[src/rtl/dma_eng_pkg.sv]
package dma_eng_pkg;

  typedef enum logic [1:0] {
    AM_INC  = 2'd0,
    AM_DEC  = 2'd1,
    AM_FIX  = 2'd2,
    AM_FIXB = 2'd3
  } addr_mode_e;

  typedef enum logic {
    PH_RD = 1'b0,
    PH_WR = 1'b1
  } phase_e;

  // Bytes moved per unit for a width code.
  function automatic logic [2:0] width_bytes(input logic [1:0] code);
    case (code)
      2'd0:    width_bytes = 3'd1;
      2'd1:    width_bytes = 3'd2;
      default: width_bytes = 3'd4;
    endcase
  endfunction

endpackage

[src/rtl/dma_rst_sync.sv]
module dma_rst_sync #(
  parameter int STAGES = 2
) (
  input  logic clk,
  input  logic rst_n,
  output logic rst_n_sync
);

  logic [STAGES-1:0] sync_q;

  always_ff @(posedge clk or negedge rst_n) begin
    if (!rst_n) sync_q <= '0;
    else        sync_q <= {sync_q[STAGES-2:0], 1'b1};
  end

  assign rst_n_sync = sync_q[STAGES-1];

endmodule

[src/rtl/dma_addr_reg.sv]
module dma_addr_reg
  import dma_eng_pkg::*;
#(
  parameter int AW = 32
) (
  input  logic          clk,
  input  logic          rst_n,
  input  logic          ld,
  input  logic [AW-1:0] ld_addr,
  input  logic [1:0]    ld_mode,
  input  logic          ld_rl_en,
  input  logic          adv,
  input  logic [2:0]    step,
  input  logic          restore,
  output logic [AW-1:0] addr_o
);

  logic [AW-1:0] addr_q, addr_d;
  logic [AW-1:0] rl_q,   rl_d;
  addr_mode_e    mode_q, mode_d;
  logic          rl_en_q, rl_en_d;
  logic [AW-1:0] stepped;
  logic [AW-1:0] step_ext;

  assign step_ext = AW'(step);

  always_comb begin
    case (mode_q)
      AM_INC:  stepped = addr_q + step_ext;
      AM_DEC:  stepped = addr_q - step_ext;
      default: stepped = addr_q;
    endcase
  end

  always_comb begin
    addr_d  = addr_q;
    rl_d    = rl_q;
    mode_d  = mode_q;
    rl_en_d = rl_en_q;
    if (ld) begin
      addr_d  = ld_addr;
      rl_d    = ld_addr;
      mode_d  = addr_mode_e'(ld_mode);
      rl_en_d = ld_rl_en;
    end else if (restore && rl_en_q) begin
      addr_d = rl_q;
    end else if (adv) begin
      addr_d = stepped;
    end
  end

  always_ff @(posedge clk or negedge rst_n) begin
    if (!rst_n) begin
      addr_q  <= '0;
      rl_q    <= '0;
      mode_q  <= AM_INC;
      rl_en_q <= 1'b0;
    end else begin
      addr_q  <= addr_d;
      rl_q    <= rl_d;
      mode_q  <= mode_d;
      rl_en_q <= rl_en_d;
    end
  end

  assign addr_o = addr_q;

endmodule

[src/rtl/dma_blk_count.sv]
module dma_blk_count #(
  parameter int TCW = 16,
  parameter int BCW = 4
) (
  input  logic           clk,
  input  logic           rst_n,
  input  logic           ld,
  input  logic [TCW-1:0] ld_tc,
  input  logic [BCW-1:0] ld_blk,
  input  logic           adv,
  input  logic           restore,
  output logic [TCW-1:0] tc_o,
  output logic           blk_last,
  output logic           tc_last
);

  localparam int UW = BCW + 1;
  localparam logic [UW-1:0] FULL_BLK = UW'(1) << BCW;

  logic [TCW-1:0] tc_q, tc_d, tc_rl_q, tc_rl_d;
  logic [BCW-1:0] blk_q, blk_d, unit_q, unit_d;
  logic [UW-1:0]  blk_eff, unit_next;

  assign blk_eff   = (blk_q == '0) ? FULL_BLK : {1'b0, blk_q};
  assign unit_next = {1'b0, unit_q} + UW'(1);
  assign blk_last  = (unit_next == blk_eff);
  assign tc_last   = (tc_q == TCW'(1));

  always_comb begin
    tc_d    = tc_q;
    tc_rl_d = tc_rl_q;
    blk_d   = blk_q;
    unit_d  = unit_q;
    if (ld) begin
      tc_d    = ld_tc;
      tc_rl_d = ld_tc;
      blk_d   = ld_blk;
      unit_d  = '0;
    end else if (adv) begin
      if (blk_last) begin
        unit_d = '0;
        if (tc_last && restore) tc_d = tc_rl_q;
        else                    tc_d = tc_q - TCW'(1);
      end else begin
        unit_d = unit_next[BCW-1:0];
      end
    end
  end

  always_ff @(posedge clk or negedge rst_n) begin
    if (!rst_n) begin
      tc_q    <= '0;
      tc_rl_q <= '0;
      blk_q   <= '0;
      unit_q  <= '0;
    end else begin
      tc_q    <= tc_d;
      tc_rl_q <= tc_rl_d;
      blk_q   <= blk_d;
      unit_q  <= unit_d;
    end
  end

  assign tc_o = tc_q;

endmodule

[src/rtl/dma_chan_engine.sv]
module dma_chan_engine
  import dma_eng_pkg::*;
#(
  parameter int AW      = 32,
  parameter int TCW     = 16,
  parameter int BCW     = 4,
  parameter bit HAS_EOP = 1'b1
) (
  input  logic           clk,
  input  logic           rst_n,
  input  logic           cfg_load,
  input  logic [AW-1:0]  cfg_src,
  input  logic [AW-1:0]  cfg_dst,
  input  logic [TCW-1:0] cfg_tcount,
  input  logic [BCW-1:0] cfg_blk,
  input  logic [1:0]     cfg_src_mode,
  input  logic [1:0]     cfg_dst_mode,
  input  logic [1:0]     cfg_width,
  input  logic           cfg_reload,
  input  logic           cfg_src_rl,
  input  logic           cfg_dst_rl,
  input  logic           step_grant,
  output logic [AW-1:0]  bus_addr,
  output logic           bus_wr,
  output logic           busy,
  output logic [TCW-1:0] tcount,
  output logic           blk_end,
  output logic           xfer_end,
  output logic           eop
);

  localparam int NPTR = 2;  // index 0 source, 1 destination

  logic rst_n_int;

  dma_rst_sync #(.STAGES(2)) u_rst (
    .clk        (clk),
    .rst_n      (rst_n),
    .rst_n_sync (rst_n_int)
  );

  logic       busy_q, busy_d;
  phase_e     phase_q, phase_d;
  logic [1:0] width_q, width_d;
  logic       reload_q, reload_d;

  logic       wr_step, blk_last, tc_last, done_step, restore;
  logic [2:0] step_b;

  assign wr_step   = busy_q && step_grant && (phase_q == PH_WR);
  assign done_step = wr_step && blk_last && tc_last;
  assign restore   = done_step && reload_q;
  assign step_b    = width_bytes(width_q);

  // Pointer pair
  logic [AW-1:0] ptr_ld   [NPTR];
  logic [1:0]    ptr_mode [NPTR];
  logic          ptr_rl   [NPTR];
  logic [AW-1:0] ptr_q    [NPTR];

  assign ptr_ld[0]   = cfg_src;
  assign ptr_ld[1]   = cfg_dst;
  assign ptr_mode[0] = cfg_src_mode;
  assign ptr_mode[1] = cfg_dst_mode;
  assign ptr_rl[0]   = cfg_src_rl;
  assign ptr_rl[1]   = cfg_dst_rl;

  for (genvar g = 0; g < NPTR; g++) begin : g_ptr
    dma_addr_reg #(.AW(AW)) u_ptr (
      .clk      (clk),
      .rst_n    (rst_n_int),
      .ld       (cfg_load),
      .ld_addr  (ptr_ld[g]),
      .ld_mode  (ptr_mode[g]),
      .ld_rl_en (ptr_rl[g]),
      .adv      (wr_step),
      .step     (step_b),
      .restore  (restore),
      .addr_o   (ptr_q[g])
    );
  end

  dma_blk_count #(.TCW(TCW), .BCW(BCW)) u_cnt (
    .clk      (clk),
    .rst_n    (rst_n_int),
    .ld       (cfg_load),
    .ld_tc    (cfg_tcount),
    .ld_blk   (cfg_blk),
    .adv      (wr_step),
    .restore  (reload_q),
    .tc_o     (tcount),
    .blk_last (blk_last),
    .tc_last  (tc_last)
  );

  always_comb begin
    busy_d   = busy_q;
    phase_d  = phase_q;
    width_d  = width_q;
    reload_d = reload_q;
    if (cfg_load) begin
      busy_d   = 1'b1;
      phase_d  = PH_RD;
      width_d  = cfg_width;
      reload_d = cfg_reload;
    end else if (busy_q && step_grant) begin
      phase_d = (phase_q == PH_RD) ? PH_WR : PH_RD;
      if (done_step && !reload_q) busy_d = 1'b0;
    end
  end

  always_ff @(posedge clk or negedge rst_n_int) begin
    if (!rst_n_int) begin
      busy_q   <= 1'b0;
      phase_q  <= PH_RD;
      width_q  <= 2'd0;
      reload_q <= 1'b0;
    end else begin
      busy_q   <= busy_d;
      phase_q  <= phase_d;
      width_q  <= width_d;
      reload_q <= reload_d;
    end
  end

  assign busy     = busy_q;
  assign bus_wr   = busy_q && (phase_q == PH_WR);
  assign bus_addr = (phase_q == PH_WR) ? ptr_q[1] : ptr_q[0];
  assign blk_end  = wr_step && blk_last;
  assign xfer_end = done_step;

  if (HAS_EOP) begin : g_eop
    assign eop = done_step;
  end else begin : g_no_eop
    assign eop = 1'b0;
  end

endmodule

[config.mk]
export PLATFORM = sky130hd
export DESIGN_NAME = dma_chan_engine
export DESIGN_NICKNAME = d
export VERILOG_FILES = /design/src/rtl/dma_eng_pkg.sv /design/src/rtl/dma_rst_sync.sv /design/src/rtl/dma_addr_reg.sv /design/src/rtl/dma_blk_count.sv /design/src/rtl/dma_chan_engine.sv
export SDC_FILE = /design/constraint.sdc
export NUM_CORES = 1
export LEC_CHECK = 0
export ABC_AREA = 1
export BUFFER_PORTS_ARGS = -buffer_cell sky130_fd_sc_hd__buf_2
export CAP_MARGIN = 20
export CORE_MARGIN = 10
export CORE_UTILIZATION = 60
export CTS_BUF_LIST = sky130_fd_sc_hd__clkbuf_8
export DETAILED_ROUTE_END_ITERATION = 10
export PLACE_DENSITY = 0.81
export SYNTH_ARGS = -nofsm -noshare
export SYNTH_HDL_FRONTEND = slang
export SYNTH_SLANG_ARGS = --single-unit
[constraint.sdc]
create_clock -name clk -period 10.2 [get_ports clk]
set_clock_uncertainty 0.05 [all_clocks]
set_input_delay 1.02 -clock clk [delete_from_list [all_inputs] [get_ports clk]]
set_output_delay 1.02 -clock clk [all_outputs]
set_load 0.005 [all_outputs]
# Yosys cells after proc, flatten, opt, wreduce, memory -nomap -nowiden
# Cells that the tools add are included.
# classes
muxes	24
reduce_logical	27
eq_ne	5
add_sub_neg	6
# ops
op	n
$mux 32	7
$pmux 32 s2	2
$add 32x3->32	2
$mux 16	4
$sub 32x3->32	2
$eq 16x1->1 const B	1
$sub 16x1->16 const B	1
$mux 4	3
$logic_and 1x1->1	10
$reduce_and 2->1	4
$reduce_bool 2->1	4
$reduce_bool 4->1	2
$eq 2x1->1 const B	3
$logic_not 2->1	3
$mux 1	6
$pmux 3 s2	1
$reduce_bool 3->1	2
$add 4x1->5 const B	1
$eq 5x5->1	1
$mux 5	1
$logic_not 4->1	1
$logic_not 1->1	1
# totals
in_bits	97
register_bits	181
output_inout_bits	53

# Logic depth before layout (Yosys ltp)
# Gate-level depths: netlist (run 1).
# logic_depth
ltp_word	9
depth_mapped	19
ltp_nobuf	19

# Modules after synthesis
# A second synthesis (run 1) with hierarchy kept.
# unflattened
cells_unflattened	2311
hier_area_um2	14488.9
# modules_own_cells
mod	n_inst	seq_area_each_um2	area_each_um2	cells_each
dma_addr_reg at g_ptr[1].u_ptr	1	1676.6	5620.4	889
dma_addr_reg at g_ptr[0].u_ptr	1	1676.6	5550.3	886
dma_blk_count	1	1001.0	2588.7	395
dma_chan_engine	1	125.1	675.6	138
dma_rst_sync	1	50.0	53.8	3

# Worst setup path after synthesis (run 1)
# Ideal clock, no wire load.
# synth_path
path_kind	flip-flop to flip-flop
startpoint	register g_ptr[0].u_ptr.mode_q[1]
endpoint	register g_ptr[0].u_ptr.addr_q[24]
synth_period_minus_slack_ps	3357
path_slack_ps	6843
path_stages_with_launch	15
arrival_ps	3230
setup_ps	77
n_path_buf	0
path_cell_list	dfrtp_1 > nor2_1 > o21ai_0 > fa_1 > nand3_1 > nand3_1 > nand2_1 > nand2_1 > nand2_1 > nand3_1 > nand2_1 > nand2_1 > nand2_1 > nand3_1 > a21oi_1
# synth_via
elab_chain_len	5
word_cells_on_any_way	8
cone_classes	eq/ne (1); mux (4); reduce/logical (3)
# synth_lines
element	line	rtl
start, declared	dma_addr_reg.sv:20	addr_mode_e mode_q, mode_d;
start signal, assigned	dma_addr_reg.sv:61	mode_q <= mode_d;
$eq 2x1->1 / $logic_not 2->1 (equally long branches)	dma_addr_reg.sv:28	case (mode_q)
$pmux 32 s2	dma_addr_reg.sv:28	
$mux 32	dma_addr_reg.sv:47	end else if (adv) begin
$mux 32	dma_addr_reg.sv:45	end else if (restore && rl_en_q) begin
$mux 32	dma_addr_reg.sv:40	if (ld) begin
end signal, assigned	dma_addr_reg.sv:59	addr_q <= addr_d;
end, declared	dma_addr_reg.sv:18	logic [AW-1:0] addr_q, addr_d;
# Several ways; a longest one is shown, not always the timed one. The select of a mux whose other input is x is not followed.
# A chain may end at the register's enable or synchronous reset.

# Worst setup path in the final report (run 1)
# layout_path
startpoint	register phase_q
endpoint	register g_ptr[0].u_ptr.addr_q[7]
# layout_via
elab_chain_len	7
word_cells_on_any_way	10
cone_classes	mux (2); reduce/logical (8)
# layout_lines
element	line	rtl
start, declared	dma_chan_engine.sv:43	phase_e phase_q, phase_d;
start signal, assigned	dma_chan_engine.sv:120	phase_q <= phase_d;
$logic_and 1x1->1 (*)	dma_chan_engine.sv:50	assign wr_step = busy_q && step_grant && (phase_q == PH_WR);
$logic_and 1x1->1 (2 in a row)	dma_chan_engine.sv:51	assign done_step = wr_step && blk_last && tc_last;
$logic_and 1x1->1	dma_chan_engine.sv:52	assign restore = done_step && reload_q;
$logic_and 1x1->1	dma_addr_reg.sv:45	
$reduce_bool 4->1 (no line), or another cell as far along	--	
$reduce_and 2->1 (no line) / $mux 32 (equally long branches)	--	
# Every way passes the cells marked *; elsewhere a longest branch is shown, timed or not.

==> reports/results.env, run 1 <==
TOP_LEVEL_PORTS=150
DRT.ANTENNA.VIOLATING_NETS=0
DIE_H_UM=175.4
GRT_REMAINING_OVERFLOW=0
DRT_WL_TOTAL_MM=47.03
CLKPWRFRAC_PCT=17.5
DIEWIDTH_UM=175.4
CTS-ROOT-TO-SINK-BUFFERS=2
VDD_IR_DROP_MAX_mV=0.1039
YOSYS_REGISTER_BITS=181
ANTENNA_FOUND_INITIAL=0
REG2REG_SLACK_PS=5700
POST_LAYOUT_NONFILLER_INSTANCES=2788
TRITONCTS='done'
CELL_AREA_AFTER_SYNTHESIS_UM2=14490
FINALNETCOUNT=2621
SETUP.WORST_PATH.END_CLASS='flop'
GRT_MAX_DEGREE=93
GR-USAGE-ALL-LAYERS_PCT=30.34
DIE_AREA_UM2=30760
CLKSINKCOUNT=181
DP_HPWL_MM=36.34
CP.REQUIRED_PS=10530
OUTCOME='complete, no violations'
CRITPATHARRIVALTIME_PS=4830
POWER.SHARE.SWITCHING_PCT=48.08
LAYOUT.CELLS.MOST_COMMON='sky130_fd_sc_hd__nand2_1'
MAXCAPVIOLATIONS=0
HOLD-WORST-SLACK_PS=228.0
POST_CTS_HOLD_BUFFER_COUNT=0
FINALWEIGHTEDCONGESTION=1.016
FINAL-HOLD-VIOLATION-COUNT=0
CTS.REPAIR.RESIZED=0
CTS_INSERTED_BUFFERS=17
SETUP_VIOL_COUNT_FINAL=0
TIMING_WORST_SETUP_PATH_TYPE='reg -> reg'
FINAL_CELL_AREA_UM2=15810
CTS_HTREE_LEVELS=4
HOLD_PATH.CLASS='in -> async'
TIMING.REG2REG.WORST_PATH_DEPTH=10
SYNTH_FP_NETS=2519
PORT_BUFFERS=149
POST_DP_CELL_AREA_UM2=15350
CRITICAL_PATH_PEAK_FANOUT=53
MAX_CLOCK_FREQ_MHz=222.5
RSZ_0062_RAISED_AFTER_GLOBAL_ROUTING='no'
CLKTRANSATPATHREGS_PS=130
FINALWORSTPATHREQUIREDPERIOD_PS=4495
GRT_PASS1_VIAS=14606
SYNTH_UNIQUE_CELLS=40
SHARE_OF_LAYOUT_CELLS_ABOVE_DRIVE_STRENGTH_1_PCT=8.586
SYNTH.AVG_CELL_AREA_UM2=6.154
WORST_PATH_LARGEST_CELL_DELAY_PS=940
LAYOUT_WORST_PATH_CYCLE_SHARE_PCT=44.07
ROUTE.VIAS.TOTAL=15428
LEAKAGEPOWER_nW=9.246
MAXSLEWHEADROOM_PCT=30.50
WORSTMARGINPINSLEW_PS=1043
REPORT.FINAL.SLEW_VIOL_COUNT=0
PLACE.DETAILED.INSTANCES=2755
NUM_ANTENNA_CELLS=0
POST-CTS-SETUP-BUFFER-COUNT=0
COREAREA_UM2=23610
INSERTION_DELAY_OF_THE_LATER_CLOCKED_PIN_IN_THE_WORST_SKEW_PAIR_PS=490
STARTING_UTILIZATION_OF_THE_CORE_AREA_PCT=61.35
P_INT_W=0.001572
MOSTFREQUENTLAYOUTCELLS='sky130_fd_sc_hd__nand2_1, sky130_fd_sc_hd__inv_1, sky130_fd_sc_hd__nor2_1, sky130_fd_sc_hd__dfrtp_1, sky130_fd_sc_hd__buf_2'
NETSWITCHINGPOWER_W=0.001455
AREAGROWTHSYNTHTOFINISH_PCT=9.112
ROUTE.DETAILED.VIAS_PER_INST=5.534
CTS_ROOT_BUF='sky130_fd_sc_hd__clkbuf_8'
CRITPATHSLOWESTCELL='sky130_fd_sc_hd__nand2_1'
SYNTH_SEQUENTIAL_AREA_RATIO_PCT=31.27
POWER_FRAC_SEQ_PCT=32.5
POWER.DENSITY_nW_PER_UM2=191.5
P_COMB_SHARE_PCT=50.0
WL_PER_CELL_UM=16.87
DRT_PRE_ANTENNA_ITERS=6
GRT_FIRST_PASS_WIRELENGTH_MM=75.91
FINAL_CORE_UTIL_PCT=66.94
NUM-FILL-CELLS=2260
TOTAL_OF_WARNINGS_RAISED_BY_YOSYS=0
TIMING.CRITICAL_PATH.FROM_TYPE='flop'
DRCVIOLATIONCOUNT=0
NETLIST_INSTANCES=2354
CRIT_PATH_CELL_TRACE='inv_2 > nor2_2 > inv_2 > nor2_8 > nand3_4 > nand2_1 > buf_4 > nand3_1 > nor2_1 > nor2_1'
DETAIL_ROUTE.ITER0.VIOLATIONS=1611
SETUP_TOTAL_NEGATIVE_SLACK_PS=0
ROW_COUNT=56
==> cell type report <==
cell class	count	area, µm²	share of cell area (%)
Inverter	357	1340	8.478
Timing Repair Buffer	159	830.8	5.256
Multi-Input combinational cell	1740	8263	52.28
Clock inverter	14	192.7	1.219
Sequential cell	181	4533	28.68
Tap cell	319	399.1	2.525
Clock buffer	18	247.7	1.567
==> power by group through the flow <==
| stage | Sequential (W) | Combinational [W] | Clock, W |
|---|---|---|---|
| final | 0.000984 | 0.00151 | 0.000530 |
| after CTS | 0.000982 | 0.00149 | 0.000532 |
| after global routing | 0.000996 | 0.00171 | 0.000559 |
| after detailed placement | 0.000996 | 0.00147 | 0 |
| after floorplan | 0.000939 | 0.00108 | 0 |
| after global placement | 0.000992 | 0.00145 | 0 |
==> cell families after synthesis <==
| family | after synthesis | share of synthesized area, % |
|---|---|---|
| XOR/XNOR | 41 | 2.479 |
| AO/OA/AOI/OAI | 217 | 8.482 |
| adder cells (fa/ha/maj) | 68 | 5.977 |
| buffers and inverters | 433 | 11.73 |
| other | 1 | 0.02589 |
| AND/OR/NAND/NOR | 1413 | 40.04 |
| flip-flops | 181 | 31.27 |
==> registers in the layout, indices dropped and copies added, names as in the netlist <==
register / cells
u_cnt.tc_o: 16
u_cnt.unit_q: 4
g_ptr.u_ptr.rl_q: 64
g_ptr.u_ptr.mode_q: 4
u_cnt.blk_q: 4
phase_q: 1
width_q: 2
u_cnt.tc_rl_q: 16
reload_q: 1
busy: 1
g_ptr.u_ptr.rl_en_q: 2
u_rst.sync_q: 2
g_ptr.u_ptr.addr_o: 64
==> layer usage <==
| layer | global-route usage [%] | routed length (µm) | up-vias |
|---|---|---|---|
| li1 | - | - | 7535 |
| met1 | 40.21 | 19930 | 6981 |
| met2 | 46.86 | 20590 | 778 |
| met3 | 6.112 | 4387 | 134 |
| met4 | 13.88 | 2122 | 0 |
| met5 | 0 | 0 | - |
==> final timing paths <==
kind	startpoint	to
setup reg to reg	phase_q	g_ptr[0].u_ptr.addr_o[7]
hold reg to reg	u_rst.sync_q[1]	g_ptr[1].u_ptr.rl_q[9]
min in group clk	u_rst.sync_q[0]	u_rst.sync_q[1]
hold / removal	rst_n	u_rst.sync_q[1]
setup / recovery	phase_q	g_ptr[0].u_ptr.addr_o[7]
max in group asynchronous	u_rst.sync_q[1]	g_ptr[0].u_ptr.addr_o[31]
==> worst max-delay path: cells and delay by family (launching register included) <==
kind                   cells  cell delay (ps)
flip-flops                 1              690
AND/OR/NAND/NOR            7             2740
buffers and inverters      3              860
==> synth_stat cells, drive strengths merged <==
cell	count	share of area, %
o211ai	1	0.052
buf	39	1.5
nand2	951	25
a21o	1	0.052
xnor2	22	1.3
o21ai	78	2.7
or2	1	0.043
a31oi	14	0.60
nor4	1	0.043
nand3	142	5.1
dfrtp	181	31
nand3b	4	0.21
o22ai	2	0.086
a21oi	75	2.6
a21boi	42	2.2
o21bai	2	0.10
o221ai	2	0.12
clkbuf	37	0.96
nor3	13	0.48
nand4	70	3.1
fa	2	0.28
inv	357	9.3
conb	1	0.026
xor2	19	1.1
and2	15	0.65
ha	66	5.7
nor2	214	5.7
and3	2	0.086
==> stage by stage <==
step | setup slack [ps] | total power, W
2_1_floorplan | 4733 | 0.002022
3_3_place_gp | 5473 | 0.002439
3_5_place_dp | 5322 | 0.002471
4_1_cts | 5275 | 0.003001
5_1_grt | 5455 | 0.003269
6_report | 5705 | 0.003027
Power figures use the tool's default switching activity.
==> inputs of run 2 (changes only) <==
Clock period 10.2 ns to 4.2 ns, I/O delays scaled along.
==> reports/results.env, run 2 (synthesis results as in run 1) <==
TIMING_WORST_SETUP_PATH_TYPE='reg -> reg'
MULTI_INPUT_COMB_AREA_UM2=8263
TIMING.CRITICAL_PATH.FROM_TYPE='flop'
CTS_ROOT_BUF='sky130_fd_sc_hd__clkbuf_8'
POWER.DENSITY_nW_PER_UM2=467.2
DRCVIOLATIONCOUNT=0
INSERTION_DELAY_OF_THE_LATER_CLOCKED_PIN_IN_THE_WORST_SKEW_PAIR_PS=500
TOP_LEVEL_PORTS=150
CTS.REPAIR.RESIZED=0
RSZ_0062_RAISED_AFTER_GLOBAL_ROUTING='no'
GRT_FIRST_PASS_WIRELENGTH_MM=75.11
SHARE_OF_LAYOUT_CELLS_ABOVE_DRIVE_STRENGTH_1_PCT=8.952
CP.REQUIRED_PS=4510
WL_PER_CELL_UM=16.58
ROUTE.DETAILED.VIAS_PER_INST=5.484
SETUP.WORST_PATH.END_CLASS='flop'
REPORT.FINAL.SLEW_VIOL_COUNT=0
NUM_ANTENNA_CELLS=0
HOLD-WORST-SLACK_PS=71.47
LAYOUT.CELLS.MOST_COMMON='sky130_fd_sc_hd__nand2_1'
DRT_PRE_ANTENNA_ITERS=6
SETUP_VIOL_COUNT_FINAL=0
GRT_MAX_DEGREE=119
HOLD_PATH.CLASS='in -> reg'
CTS-ROOT-TO-SINK-BUFFERS=2
PORT_BUFFERS=149
MAXSLEWHEADROOM_PCT=34.28
DETAIL_ROUTE.ITER0.VIOLATIONS=1782
STARTING_UTILIZATION_OF_THE_CORE_AREA_PCT=61.35
VDD_IR_DROP_MAX_mV=0.2495
WORSTMARGINPINSLEW_PS=985.8
LEAKAGEPOWER_nW=9.316
CTS_HTREE_LEVELS=4
ROUTE.VIAS.TOTAL=15349
TRITONCTS='done'
SETUP_TOTAL_NEGATIVE_SLACK_PS=0
GR-USAGE-ALL-LAYERS_PCT=29.80
CLKTRANSATPATHREGS_PS=140
ANTENNA_FOUND_INITIAL=0
FINALNETCOUNT=2632
DIEWIDTH_UM=175.4
LAYOUT_WORST_PATH_CYCLE_SHARE_PCT=77.32
CRITICAL_PATH_PEAK_FANOUT=49
OUTCOME='complete, no violations'
MOSTFREQUENTLAYOUTCELLS='sky130_fd_sc_hd__nand2_1, sky130_fd_sc_hd__inv_1, sky130_fd_sc_hd__nor2_1, sky130_fd_sc_hd__dfrtp_1, sky130_fd_sc_hd__buf_2'
GRT_REMAINING_OVERFLOW=0
COREAREA_UM2=23610
NUM-FILL-CELLS=2208
GRT_PASS1_VIAS=14565
ROW_COUNT=56
AREAGROWTHSYNTHTOFINISH_PCT=9.924
MAX_CLOCK_FREQ_MHz=307.9
CRITPATHARRIVALTIME_PS=3560
MAXCAPVIOLATIONS=0
DIE_AREA_UM2=30760
DP_HPWL_MM=35.75
DRT_WL_TOTAL_MM=46.42
CLKSINKCOUNT=181
DIE_H_UM=175.4
FINALWORSTPATHREQUIREDPERIOD_PS=3248
FINALWEIGHTEDCONGESTION=0.9811
CTS_INSERTED_BUFFERS=17
AREA_OF_ALL_SEQUENTIAL_STANDARD_CELLS_UM2=4533
DRT.ANTENNA.VIOLATING_NETS=0
FINAL-HOLD-VIOLATION-COUNT=0
-- run 2: metrics by stage --
stage               std cells  util [%]  power, W  instance area [µm²]  setup slack [ps]
global placement         2766     65.41  0.005930                15450              1169
CTS                      2799     67.44  0.007384                15920              1013
global route             2799     67.44  0.008041                15920             722.0
floorplan                2354         -  0.004909                14490             842.9
detailed placement       2766     65.41  0.005989                15450              1053
finish                   2799     67.44  0.007440                15920             952.4
-- run 2: worst paths after layout --
check                                start                   endpoint  slack [ps]  cells after the start
setup / recovery           u_cnt.unit_q[0]  g_ptr[1].u_ptr.addr_o[18]         950                     15
hold / removal                  cfg_reload                   reload_q          70                      3
setup reg to reg           u_cnt.unit_q[0]  g_ptr[1].u_ptr.addr_o[18]         950                     15
hold reg to reg            u_rst.sync_q[1]   g_ptr[1].u_ptr.addr_o[9]         220                      0
max in group asynchronous  u_rst.sync_q[1]    g_ptr[0].u_ptr.rl_q[19]        2880                      1
min in group asynchronous            rst_n            u_rst.sync_q[1]         170                      2
-- run 2: timing repair --
| action | CTS | global route |
|---|---|---|
| endpoints found under the setup margin | 0 | 0 |
| hold buffers | 1 | 0 |
| hold endpoints to repair | 2 | 0 |
| setup buffers | 0 | 0 |
-- run 2: routing by layer --
metal / vias up / wire length, µm / GRT usage [%]
met2: 748 / 20130 / 46.06
met4: 0 / 1007 / 7.383
met5: - / 0 / 0
met1: 6980 / 20580 / 41.33
met3: 79 / 4699 / 6.777
li1: 7542 / - / -
-- run 2: critical path: stages (launching register included) --
cell and delay [ps]:
sky130_fd_sc_hd__dfrtp_1 470, sky130_fd_sc_hd__ha_1 340, sky130_fd_sc_hd__inv_1 90, sky130_fd_sc_hd__nand2_1 70, sky130_fd_sc_hd__nand2_1 80, sky130_fd_sc_hd__inv_1 40
sky130_fd_sc_hd__nand2_1 50, sky130_fd_sc_hd__nor2_1 40, sky130_fd_sc_hd__nand2_1 60, sky130_fd_sc_hd__nor2_1 50, sky130_fd_sc_hd__nand4_2 80, sky130_fd_sc_hd__buf_4 450
sky130_fd_sc_hd__nand2_1 620, sky130_fd_sc_hd__buf_4 430, sky130_fd_sc_hd__nor2_1 110, sky130_fd_sc_hd__a21oi_1 50
-- run 2: final cells by class --
cell class,instances,area share [%]
inverter,357,8.415
multi-input combinational,1740,51.89
timing repair buffer,170,5.783
clock buffer,17,1.469
sequential,181,28.47
tap,319,2.506
clock inverter,15,1.469
-- run 2: report_power, final --
part	internal, W	total [W]	switching, W	leakage [nW]
clock network	0.000545	0.00140	0.000852	0.231
registers	0.00204	0.00236	0.000316	2.14
logic	0.00130	0.00368	0.00239	6.94
total	0.00389	0.00744	0.00355	9.32
==> inputs of run 3 (changes only) <==
Clock period 4.2 ns to 3.4 ns, I/O delays scaled along.
==> reports/results.env, run 3 (synthesis results as in run 1) <==
OUTCOME='complete, no violations'
GRT_MAX_DEGREE=89
CRITPATHBUFINV=2
DRCVIOLATIONCOUNT=0
COREAREA_UM2=23610
CRIT_FAMILY='simple AND/OR/NAND/NOR gates'
GRT_REMAINING_OVERFLOW=0
TOP_LEVEL_PORTS=150
TIMING_WORST_SETUP_PATH_TYPE='reg -> reg'
REPORT.FINAL.SLEW_VIOL_COUNT=0
POST_CTS_HOLD_BUFFER_COUNT=16
CLKTRANSATPATHREGS_PS=120
WORST_PATH_LARGEST_CELL_DELAY_PS=470
HOLD-PATH-CELL-COUNT=3
WORSTMARGINPINSLEW_PS=979.8
DIE_AREA_UM2=30760
CRITPATHSLOWESTCELL='sky130_fd_sc_hd__fa_1'
RSZ_0062_RAISED_AFTER_GLOBAL_ROUTING='no'
CP.REQUIRED_PS=3730
ROW_COUNT=56
MAXSLEWHEADROOM_PCT=34.68
SETUP.WORST_PATH.END_CLASS='flop'
HOLD_PATH.CLASS='in -> reg'
FINALWEIGHTEDCONGESTION=0.9771
LAYOUT.CELLS.MOST_COMMON='sky130_fd_sc_hd__nand2_1'
NETSWITCHINGPOWER_W=0.004371
GRT_PASS1_VIAS=14667
P_COMB_SHARE_PCT=50.3
CTS-ROOT-TO-SINK-BUFFERS=2
SETUP_VIOL_COUNT_FINAL=0
VDD_IR_DROP_MAX_mV=0.2958
SHARE_OF_LAYOUT_CELLS_ABOVE_DRIVE_STRENGTH_1_PCT=9.149
POWER_FRAC_SEQ_PCT=32.3
WL_PER_CELL_UM=16.67
DRT.ANTENNA.VIOLATING_NETS=0
CTS_ROOT_BUF='sky130_fd_sc_hd__clkbuf_8'
FINALWORSTPATHREQUIREDPERIOD_PS=3087
DIEWIDTH_UM=175.4
STARTING_UTILIZATION_OF_THE_CORE_AREA_PCT=61.35
SETUP_TOTAL_NEGATIVE_SLACK_PS=0
P_INT_W=0.004718
POST-CTS-SETUP-BUFFER-COUNT=0
LEAKAGEPOWER_nW=9.395
PORT_BUFFERS=149
POST_DP_CELL_AREA_UM2=15520
DIE_H_UM=175.4
CLKSINKCOUNT=181
PLACE.DETAILED.INSTANCES=2774
ROUTE.DETAILED.VIAS_PER_INST=5.474
ANTENNA_FOUND_INITIAL=0
NUM_ANTENNA_CELLS=0
LAYOUT_WORST_PATH_CYCLE_SHARE_PCT=90.79
FINAL-HOLD-VIOLATION-COUNT=0
FINALNETCOUNT=2655
DP_HPWL_MM=36.18
CRIT_PATH_CELL_TRACE='nor2_1 > inv_1 > ha_1 > o21ai_0 > buf_4 > fa_1 > nand3_1 > nand3_1 > nand3_1 > nand3b_1 > nand2_1 > nand2_1 > nand2_1 > nand3_1 > nand2_1 > a21oi_1'
DETAIL_ROUTE.ITER0.VIOLATIONS=1564
CRITICAL_PATH_PEAK_FANOUT=4
POWER.SHARE.SWITCHING_PCT=48.09
DRT_PRE_ANTENNA_ITERS=5
POWER.DENSITY_nW_PER_UM2=564.8
CTS_HTREE_LEVELS=4
R2R_START='width_q[1]'
CTS.REPAIR.RESIZED=0
TRITONCTS='done'
WORST_HOLD_STARTPOINT='cfg_src[19]'
AREAGROWTHSYNTHTOFINISH_PCT=11.07
FINAL_CELL_AREA_UM2=16090
TIMING.CRITICAL_PATH.FROM_TYPE='flop'
DRT_WL_TOTAL_MM=47.05
MAXCAPVIOLATIONS=0
CLKPWRFRAC_PCT=17.3
MAX_CLOCK_FREQ_MHz=324.0
TIMING.REG2REG.WORST_PATH_DEPTH=16
POST_LAYOUT_NONFILLER_INSTANCES=2822
REGTOREGENDPOINT='g_ptr[1].u_ptr.addr_o[28]'
REG2REG_SLACK_PS=310
CTS_INSERTED_BUFFERS=17
GRT_FIRST_PASS_WIRELENGTH_MM=75.65
INSERTION_DELAY_OF_THE_LATER_CLOCKED_PIN_IN_THE_WORST_SKEW_PAIR_PS=510
CRITPATHARRIVALTIME_PS=3420
GR-USAGE-ALL-LAYERS_PCT=30.26
HOLDPATHEND='g_ptr[0].u_ptr.rl_q[19]'
ROUTE.VIAS.TOTAL=15449
MOSTFREQUENTLAYOUTCELLS='sky130_fd_sc_hd__nand2_1, sky130_fd_sc_hd__inv_1, sky130_fd_sc_hd__nor2_1, sky130_fd_sc_hd__dfrtp_1, sky130_fd_sc_hd__buf_2'
-- run 3: layout make-up --
type	count	area [µm²]
clock buffers	17	234.0
clock inverters	15	177.7
fillers	2195	7522
inverters	357	1340
multi-input cells	1740	8263
flip-flops and latches	181	4533
well taps	319	399.1
repair buffers	193	1144
-- run 3: worst register-to-register path: cells and delay by family (launching register included) --
family | cells | cell delay (ps)
AO/OA/AOI/OAI | 2 | 170
flip-flops | 1 | 400
AND/OR/NAND/NOR | 10 | 1360
buffers and inverters | 2 | 250
adder cells (fa/ha/maj) | 2 | 760
-- run 3: how the worst max path moves through the flow --
stage | startpoint | end | slack [ps] | depth (start not counted)
floorplan | g_ptr[0].u_ptr.mode_q[1] | g_ptr[0].u_ptr.addr_o[24] | 40 | 14
global placement | width_q[0] | g_ptr[0].u_ptr.addr_o[29] | 470 | 17
global route | width_q[1] | g_ptr[1].u_ptr.addr_o[28] | 70 | 16
detailed placement | width_q[1] | g_ptr[1].u_ptr.addr_o[28] | 400 | 16
CTS | width_q[1] | g_ptr[1].u_ptr.addr_o[28] | 350 | 16
finish | width_q[1] | g_ptr[1].u_ptr.addr_o[28] | 310 | 16
-- run 3: power groups by stage --
stage	clock network, W	logic, W	registers [W]
floorplan	0	0.00325	0.00282
global placement	0	0.00439	0.00296
detailed placement	0	0.00445	0.00297
CTS	0.00159	0.00450	0.00293
global route	0.00166	0.00520	0.00298
finish	0.00157	0.00458	0.00294
-- run 3: metrics by stage --
stage / hold slack (ps) / worst slack, ps / util, % / total power [W]
global route: 8.683 / 66.73 / 68.14 / 0.009842
CTS: 0.04680 / 353.9 / 68.14 / 0.009018
global placement: 74.80 / 469.3 / 65.72 / 0.007350
detailed placement: 76.99 / 396.7 / 65.72 / 0.007416
finish: 9.030 / 313.3 / 68.14 / 0.009089
floorplan: -5.591 / 42.94 / - / 0.006064
-- run 3: per-layer routing --
| metal | up-vias | GRT usage (%) | part of all wire, % | wire length, µm |
|---|---|---|---|---|
| li1 | 7600 | - | - | - |
| met4 | 0 | 9.608 | 2.9 | 1381 |
| met2 | 733 | 46.17 | 43 | 20240 |
| met3 | 97 | 7.849 | 9.9 | 4679 |
| met5 | - | 0 | 0 | 0 |
| met1 | 7019 | 41.06 | 44 | 20750 |
